File: config.mk
export PLATFORM = sky130hd
export DESIGN_NAME = llsc_monitor
export DESIGN_NICKNAME = d
export VERILOG_FILES = /design/src/rtl/llsc_pkg.sv /design/src/rtl/llsc_arbiter.sv /design/src/rtl/llsc_resv.sv /design/src/rtl/llsc_mem.sv /design/src/rtl/llsc_monitor.sv
export SDC_FILE = /design/constraint.sdc
export NUM_CORES = 1
export LEC_CHECK = 0
export BUFFER_PORTS_ARGS = -buffer_cell sky130_fd_sc_hd__buf_2
export CAP_MARGIN = 20
export CORE_ASPECT_RATIO = 1.5
export CORE_UTILIZATION = 30
export CTS_CLUSTER_SIZE = 14
export DETAILED_ROUTE_END_ITERATION = 7
export GPL_TIMING_DRIVEN = 1
export PLACE_DENSITY_LB_ADDON = 0.25
export SETUP_SLACK_MARGIN = 0.1
export SYNTH_ARGS = -nofsm -noshare
export SYNTH_HDL_FRONTEND = slang
export SYNTH_SLANG_ARGS = --single-unit
File: constraint.sdc
create_clock -name clk -period 26.4 [get_ports clk]
set_input_delay 2.64 -clock clk [delete_from_list [all_inputs] [get_ports clk]]
set_output_delay 2.64 -clock clk [all_outputs]
set_load 0.01 [all_outputs]
File: src/rtl/llsc_pkg.sv
package llsc_pkg;
  typedef enum logic [1:0] {
    OP_LOAD  = 2'd0,
    OP_STORE = 2'd1,
    OP_LINK  = 2'd2,
    OP_COND  = 2'd3
  } op_e;
endpackage

File: src/rtl/llsc_arbiter.sv
// Two-way grant: port 0 normally wins, port 1 wins after one refusal.
module llsc_arbiter (
  input  logic       clk,
  input  logic       rst_n,
  input  logic [1:0] req,
  output logic [1:0] grant
);
  logic owed_q;

  always_comb begin
    grant[0] = req[0] & ~(req[1] & owed_q);
    grant[1] = req[1] & (~req[0] | owed_q);
  end

  always_ff @(posedge clk) begin
    if (!rst_n) owed_q <= 1'b0;
    else        owed_q <= req[1] & ~grant[1];
  end
endmodule

File: src/rtl/llsc_resv.sv
// One reservation slot: valid flag plus word address.
module llsc_resv #(
  parameter int WA_W = 30
) (
  input  logic            clk,
  input  logic            rst_n,
  input  logic            set,
  input  logic            consume,
  input  logic [WA_W-1:0] set_wa,
  input  logic            wr_en,
  input  logic [WA_W-1:0] wr_wa,
  output logic            held,
  output logic [WA_W-1:0] held_wa
);
  always_ff @(posedge clk) begin
    if (!rst_n) begin
      held    <= 1'b0;
      held_wa <= '0;
    end else if (set) begin
      held    <= 1'b1;
      held_wa <= set_wa;
    end else if (consume || (wr_en && wr_wa == held_wa)) begin
      held    <= 1'b0;
    end
  end
endmodule

File: src/rtl/llsc_mem.sv
// Word array: asynchronous read, synchronous write, cleared by reset.
module llsc_mem #(
  parameter int DATA_W = 32,
  parameter int DEPTH  = 16,
  localparam int IDX_W = $clog2(DEPTH)
) (
  input  logic              clk,
  input  logic              rst_n,
  input  logic              we,
  input  logic [IDX_W-1:0]  idx,
  input  logic [DATA_W-1:0] wdata,
  output logic [DATA_W-1:0] rdata
);
  logic [DATA_W-1:0] words [DEPTH];

  assign rdata = words[idx];

  always_ff @(posedge clk) begin
    if (!rst_n) begin
      for (int i = 0; i < DEPTH; i++) words[i] <= '0;
    end else if (we) begin
      words[idx] <= wdata;
    end
  end
endmodule

File: src/rtl/llsc_monitor.sv
module llsc_monitor #(
  parameter int DATA_W = 32,
  parameter int ADDR_W = 32,
  parameter int DEPTH  = 16
) (
  input  logic              clk,
  input  logic              rst_n,
  input  logic              p0_valid,
  output logic              p0_ready,
  input  logic [1:0]        p0_op,
  input  logic [ADDR_W-1:0] p0_base,
  input  logic [15:0]       p0_ofs,
  input  logic [DATA_W-1:0] p0_wdata,
  output logic              p0_rvalid,
  output logic [DATA_W-1:0] p0_rdata,
  input  logic              p1_valid,
  output logic              p1_ready,
  input  logic [1:0]        p1_op,
  input  logic [ADDR_W-1:0] p1_base,
  input  logic [15:0]       p1_ofs,
  input  logic [DATA_W-1:0] p1_wdata,
  output logic              p1_rvalid,
  output logic [DATA_W-1:0] p1_rdata
);
  import llsc_pkg::*;

  localparam int NP    = 2;
  localparam int IDX_W = $clog2(DEPTH);
  localparam int LSB   = $clog2(DATA_W / 8);
  localparam int WA_W  = ADDR_W - LSB;

  logic [NP-1:0]             req_v, grant;
  logic [1:0]                req_op   [NP];
  logic [ADDR_W-1:0]         req_base [NP];
  logic [15:0]               req_ofs  [NP];
  logic [DATA_W-1:0]         req_wd   [NP];

  assign req_v       = {p1_valid, p0_valid};
  assign req_op[0]   = p0_op;    assign req_op[1]   = p1_op;
  assign req_base[0] = p0_base;  assign req_base[1] = p1_base;
  assign req_ofs[0]  = p0_ofs;   assign req_ofs[1]  = p1_ofs;
  assign req_wd[0]   = p0_wdata; assign req_wd[1]   = p1_wdata;

  llsc_arbiter u_arb (.clk(clk), .rst_n(rst_n), .req(req_v), .grant(grant));
  assign p0_ready = grant[0];
  assign p1_ready = grant[1];

  // selected request
  logic              acc, sel;
  op_e               sel_op;
  logic [ADDR_W-1:0] eff_addr;
  logic [WA_W-1:0]   acc_wa;
  logic [IDX_W-1:0]  acc_idx;

  assign acc      = |grant;
  assign sel      = grant[1];
  assign sel_op   = op_e'(req_op[sel]);
  assign eff_addr = req_base[sel] + {{(ADDR_W-16){req_ofs[sel][15]}}, req_ofs[sel]};
  assign acc_wa   = eff_addr[ADDR_W-1:LSB];
  assign acc_idx  = acc_wa[IDX_W-1:0];

  // reservations
  logic [NP-1:0]            res_v;
  logic [NP-1:0][WA_W-1:0]  res_wa;
  logic                     cond_ok, wr_en;
  logic [DATA_W-1:0]        mem_rd, rsp_val;

  assign cond_ok = acc && sel_op == OP_COND && res_v[sel] && res_wa[sel] == acc_wa;
  assign wr_en   = acc && (sel_op == OP_STORE || cond_ok);

  for (genvar g = 0; g < NP; g++) begin : g_resv
    llsc_resv #(.WA_W(WA_W)) u_resv (
      .clk     (clk),
      .rst_n   (rst_n),
      .set     (grant[g] && sel_op == OP_LINK),
      .consume (grant[g] && sel_op == OP_COND),
      .set_wa  (acc_wa),
      .wr_en   (wr_en),
      .wr_wa   (acc_wa),
      .held    (res_v[g]),
      .held_wa (res_wa[g])
    );
  end

  llsc_mem #(.DATA_W(DATA_W), .DEPTH(DEPTH)) u_mem (
    .clk(clk), .rst_n(rst_n), .we(wr_en), .idx(acc_idx),
    .wdata(req_wd[sel]), .rdata(mem_rd)
  );

  always_comb begin
    unique case (sel_op)
      OP_LOAD, OP_LINK: rsp_val = mem_rd;
      OP_COND:          rsp_val = DATA_W'(cond_ok);
      default:          rsp_val = '0;
    endcase
  end

  // responses, one cycle after acceptance
  logic [NP-1:0]     rv_q;
  logic [DATA_W-1:0] rd_q [NP];

  always_ff @(posedge clk) begin
    if (!rst_n) begin
      rv_q <= '0;
      for (int i = 0; i < NP; i++) rd_q[i] <= '0;
    end else begin
      rv_q <= grant;
      if (acc) rd_q[sel] <= rsp_val;
    end
  end

  assign p0_rvalid = rv_q[0];
  assign p1_rvalid = rv_q[1];
  assign p0_rdata  = rd_q[0];
  assign p1_rdata  = rd_q[1];
endmodule

== Word level (Yosys, flattened, before mapping) ==
Memories as Yosys holds them, arrays and structs flattened.
Cells that the tools add are included.
Word-level totals
  output and inout port bits: 68
  RAM bits: 576
  logic and storage cells: 80
  memories kept: 2
  input bits: 168
  bits in registers: 65
Cells by class
  add/sub/neg operators: 1
  eq/ne operators: 6
  $lt $le $gt $ge: 2
  reduce and logical (&&, ||, !) cells: 20
  muxes and demuxes: 34
  bitwise logic cells: 9
Memories
  u_mem.words: words 16, bits a word 32, read ports 1, clocked after Yosys merged registers in 0, wr ports 16, RTL line llsc_mem.sv:14  | logic [DATA_W-1:0] words [DEPTH];
  rd_q: words 2, bits a word 32, read ports 2, clocked after Yosys merged registers in 0, wr ports 2, RTL line llsc_monitor.sv:100  | logic [DATA_W-1:0] rd_q [NP];
Operators with widths (count)
  2-to-1 mux 32 bit: 8
  == test 30 bit: 3
  case mux 32 bit (2 select lines): 1
  OR reduction 32 bit: 2
  2-to-1 mux 30 bit: 2
  2-to-1 mux 16 bit: 3
  adder 32 bit: 1
  2-to-1 mux 1 bit: 16
  logical AND 1 bit: 10
  2-to-1 mux 2 bit: 3
  bitwise AND 1 bit: 4
  == test 2 bit (second input constant): 2
  2-to-1 mux 4 bit: 1
  nonzero test 2 bit: 2
  OR reduction 2 bit: 2
  logical OR 1 bit: 3
  NOT 1 bit: 3
  == test 2 x 1 -> 1 bit (second input constant): 1
  >= comparator 2 bit (second input constant): 1
  zero test 2 bit: 1
  less-than comparator 1 x 2 -> 1 bit (second input constant): 1
  NOT 1 -> 2 bit: 1
  bitwise OR 1 bit: 1

== Longest topological paths before layout ==
  depth in word-level cells: 18
  gate-level depth with buffers: 28
  depth with buffers taken out: 17

== Hierarchy ==
Synthesis repeated with hierarchy kept, for this count alone.
Unflattened totals
  cell total of the unflattened synthesis: 2408
  area total of the unflattened synthesis: 32632.5 µm²
Modules (own cells, without submodules)
  llsc_mem: times used 1, cells an instance 1418, seq. area each 15374.7 µm², area an instance 22868.2 µm²
  llsc_monitor: times used 1, cells an instance 703, seq. area each 1961.9 µm², area an instance 6755.2 µm²
  llsc_resv: times used 2, cells an instance 141, seq. area each 620.6 µm², area an instance 1480.2 µm²
  llsc_arbiter: times used 1, cells an instance 5, seq. area each 20.0 µm², area an instance 48.8 µm²

== Least setup slack after synthesis ==
OpenSTA, ideal clock, no wires.
  kind: input port to flip-flop
  from: input p0_valid
  to: memory u_mem.words[0][0] (enable)
  path slack: 14931 ps
  buffers on the path: 11
  cell stages on the path: 27
  library setup time: 470 ps
  data arrival time: 10999 ps
  required time: 25930 ps
  cells stage by stage: nand2b_1 buf_2 nand2_2 buf_2 buf_2 buf_2 buf_1 clkbuf_1 clkbuf_1 buf_1 nand2_1 nand2_1 ha_1 clkbuf_1 nand2_1 o21ai_0 or2_0 nor2_1 a211oi_2 mux2_2 a2111oi_0 nand4_1 a2111oi_4 nor2_2 buf_6 buf_2 o31ai_1
RTL lines
  from (decl): RTL line llsc_monitor.sv:8  | input logic p0_valid,
  to (decl): RTL line llsc_mem.sv:14

==> results.toml <==
[clock_network]
cts_htree_levels = 2
cts_tree = "built"
cts_resized = 0
cts_buffer_depth = 3
cts_inserted_buffers = 61
tritoncts_num_sinks = 641
clk_pin_slew_worst_paths_ns = 0.06
clock-root-buffer = "clkbuf_16"
clk-insertion-delay-late_ns = 0.66
holdBufCountCts = 0
post-cts-setup-buffer-count = 0

[layout]
final_cells = 4766
final.fill_count = 11520
utilization = 0.3425
finalNetCount = 3440
syn2layout_area_growth_pct = 13.33
post-route-cell-area_um2 = 39080
drive_gt1_frac = 0.1785

[routing]
overall_via_count_from_detail_route = 26390
drcViolationCount = 0
post_drt_via_cell_ratio = 5.537
detail_route.first_pass.iterations = 5
first_iter_violations = 1942
drt-total-wl_mm = 127.3
wire_per_inst_um = 26.72
drtAntennaViolNets = 0

[placed_design]
dp.cells = 4649
dpl_cell_area_um2 = 37150
place.gp.congestion = 0.9578
dp_hpwl_mm = 82.43
numPortBuffers = 235

[synth]
synthCells = 3168
async_reset_ff_frac = 0
synth-warning-count = 0
synthFlopType = "edfxtp_1"
postSynthRegisterBits = 641
ys_seq_area_frac = 0.5393
avgSynthCellArea_um2 = 10.89
synthDominantAreaCellType = "edfxtp_1"
synth_commonest_cells = "nand2_1 (639), edfxtp_1 (576), nor3_1 (471)"
post-synth-top-count-cell = "nand2_1"
synth.top_cells.by_area = "edfxtp_1 (50%), mux4_2 (8.4%), nand2_1 (7.0%)"
synth.lib_cells_used.distinct = 92
synth_enable_flop_cells = 576
mappedNetlistArea_um2 = 34490
mappedNetlistNets = 3359
synthDominantCellAreaShare = 0.5015

[power]
power.leakage_nw = 13.88
cellInternalPower_mw = 1.894
cellPowerDensity_nw_per_um2 = 74.96
logic_pwr_share = 0.300
pwr-share-clk = 0.302
net-switching-power_mw = 1.035
part_of_the_power_in_registers = 0.398
switching_portion_of_total_power = 0.3533
vdd.ir_drop.worst_mv = 0.05622

[setup_path]
critical_path.startpoint_type = "input pin"
crit_top_cell = "buf_4"
crit_end_element = "flip-flop"
worstSetupPathType = "in -> reg"
cp_max_fo = 74
biggest_cell_delay_along_the_critical_path_ns = 0.80
crit_slowest_cell = "ha_1"
worstPathCellList = "buf_2 > nand2b_1 > buf_4 > a21boi_1 > nor2_1 > inv_2 > ha_1 > a21oi_1 > o21ai_0 > or2_0 > nor2_1 > a211oi_2 > mux2_2 > a2111oi_0 > nand4_1 > a2111oi_4 > nor2_4 > buf_4 > o31ai_4 > buf_4"
worstPathRequired_ns = 26.69
critical_path_arrival_ns = 10.51

[timing]
hold_viol_final = 0
worst_slew_margin_rel = 0.2565
fin_skew_ns = 0.02034
finalSetupTns_ns = 0
slew_viol_final = 0
fmaxAchievable_mhz = 97.81
max_slew.worst_pin.slew_ns = 1.111
rsz0062_at_grt = "false"
layout_min_cycle_time_ns = 10.22
timing.final.setup_violations = 0
timing.final.crit_share = 0.3873

[outcome]
status = "complete, no violations"

[floorplanning]
die_x_um = 278.8
coreArea_um2 = 114100
initial_utilization = 0.3022
fp-row-count = 152
floorplan.io_pins = 236
y_dimension_of_the_die_um = 417.3
die_area_um2 = 116300

[grt]
grt_first_pass_wirelength_mm = 185.4
number_of_global_route_vias_before_repair = 26720
grt_overflow = 0
groute.usage.overall = 0.2160
antenna_found_initial = 10
grt_max_degree = 104

[flow_run]
drv.max_cap_violation_count = 0

[hold_path]
hp-class = "reg -> reg"
## through the flow
stage	total power [mW]	hold slack [ns]	setup WS (ns)
finish	2.930	0.4793	16.18
global placement	2.070	0.4645	15.68
detailed placement	2.071	0.4730	15.54
floorplan	1.752	0.4440	14.93
CTS	2.950	0.4818	16.24
global route	3.041	0.4932	15.73
## layer usage
metal,part of all wire,global-route usage
met1,0.38,0.2533
met2,0.52,0.3948
met3,0.053,0.02630
met4,0.044,0.08940
met5,0.00054,0
## state kept, by name, summed over array words and instances (netlist names)
name and count:
g_resv.u_resv.held 2, g_resv.u_resv.held_wa 60, rv_q 2, u_arb.owed_q 1, rd_q 64, u_mem.words 512
## critical path: cells and delay by family
| kind | cells | cell delay (ns) |
|---|---|---|
| adder cells (fa/ha/maj) | 1 | 0.80 |
| AND/OR/NAND/NOR | 6 | 1.54 |
| buffers and inverters | 5 | 1.80 |
| AO/OA/AOI/OAI | 7 | 3.21 |
| multiplexers | 1 | 0.43 |
## final cells by class
cell class                      count  area [µm²]  share of cell area
Sequential cell                   641       18600              0.4758
Tap cell                         1463        1831             0.04684
Antenna cell                        4       10.01           0.0002561
Clock inverter                     36       330.3            0.008452
Clock buffer                       77        1597             0.04085
Inverter                           18       70.07            0.001793
Multi-Input combinational cell   2223       14950              0.3826
Timing Repair Buffer              304        1697             0.04341
## final timing paths
path                               startpoint                           to  slack [ns]  cells after the start
setup / recovery                     p0_valid           u_mem.words[3][26]       16.18                     20
hold / removal    g_resv[0].u_resv.held_wa[7]  g_resv[0].u_resv.held_wa[7]        0.48                      2
setup reg to reg                 u_arb.owed_q           u_mem.words[3][26]       17.92                     19
hold reg to reg   g_resv[0].u_resv.held_wa[7]  g_resv[0].u_resv.held_wa[7]        0.48                      2
## power groups by stage
stage	logic (mW)	clock network (mW)	registers, mW
detailed placement	0.882	0	1.19
finish	0.879	0.884	1.17
CTS	0.884	0.899	1.17
floorplan	0.561	0	1.19
global placement	0.882	0	1.19
global route	0.939	0.933	1.17
## logic make-up (layout without fill, tap and decap cells)
kind of cell / after synthesis / after routing / synth area share
mux: 187 / 187 / 0.1010
flops: 641 / 641 / 0.5393
compound gates: 353 / 353 / 0.07205
buf+inv: 304 / 435 / 0.03664
simple gates: 1541 / 1541 / 0.2082
fa+ha+maj: 25 / 25 / 0.008925
other cells: 0 / 4 / 0
xor+xnor: 117 / 117 / 0.03396
## placed cells by master (no fill, tap or decap), types with 13 or more instances in the layout
cell,instances
a21boi_0,37
and3_1,13
clkinv_1,13
buf_2,234
xor2_1,45
inv_1,15
nand3_1,63
nor2_1,123
edfxtp_1,576
nor3_1,467
buf_4,70
o21ai_0,60
xnor2_1,58
nand2_1,632
nand4_1,23
and2_1,24
clkbuf_1,15
a211oi_1,18
a21oi_1,61
o211ai_1,40
dfxtp_1,65
mux4_2,128
nor4_1,89
ha_1,23
mux2i_1,53
clkbuf_16,61
Power figures use the tool's default switching activity.
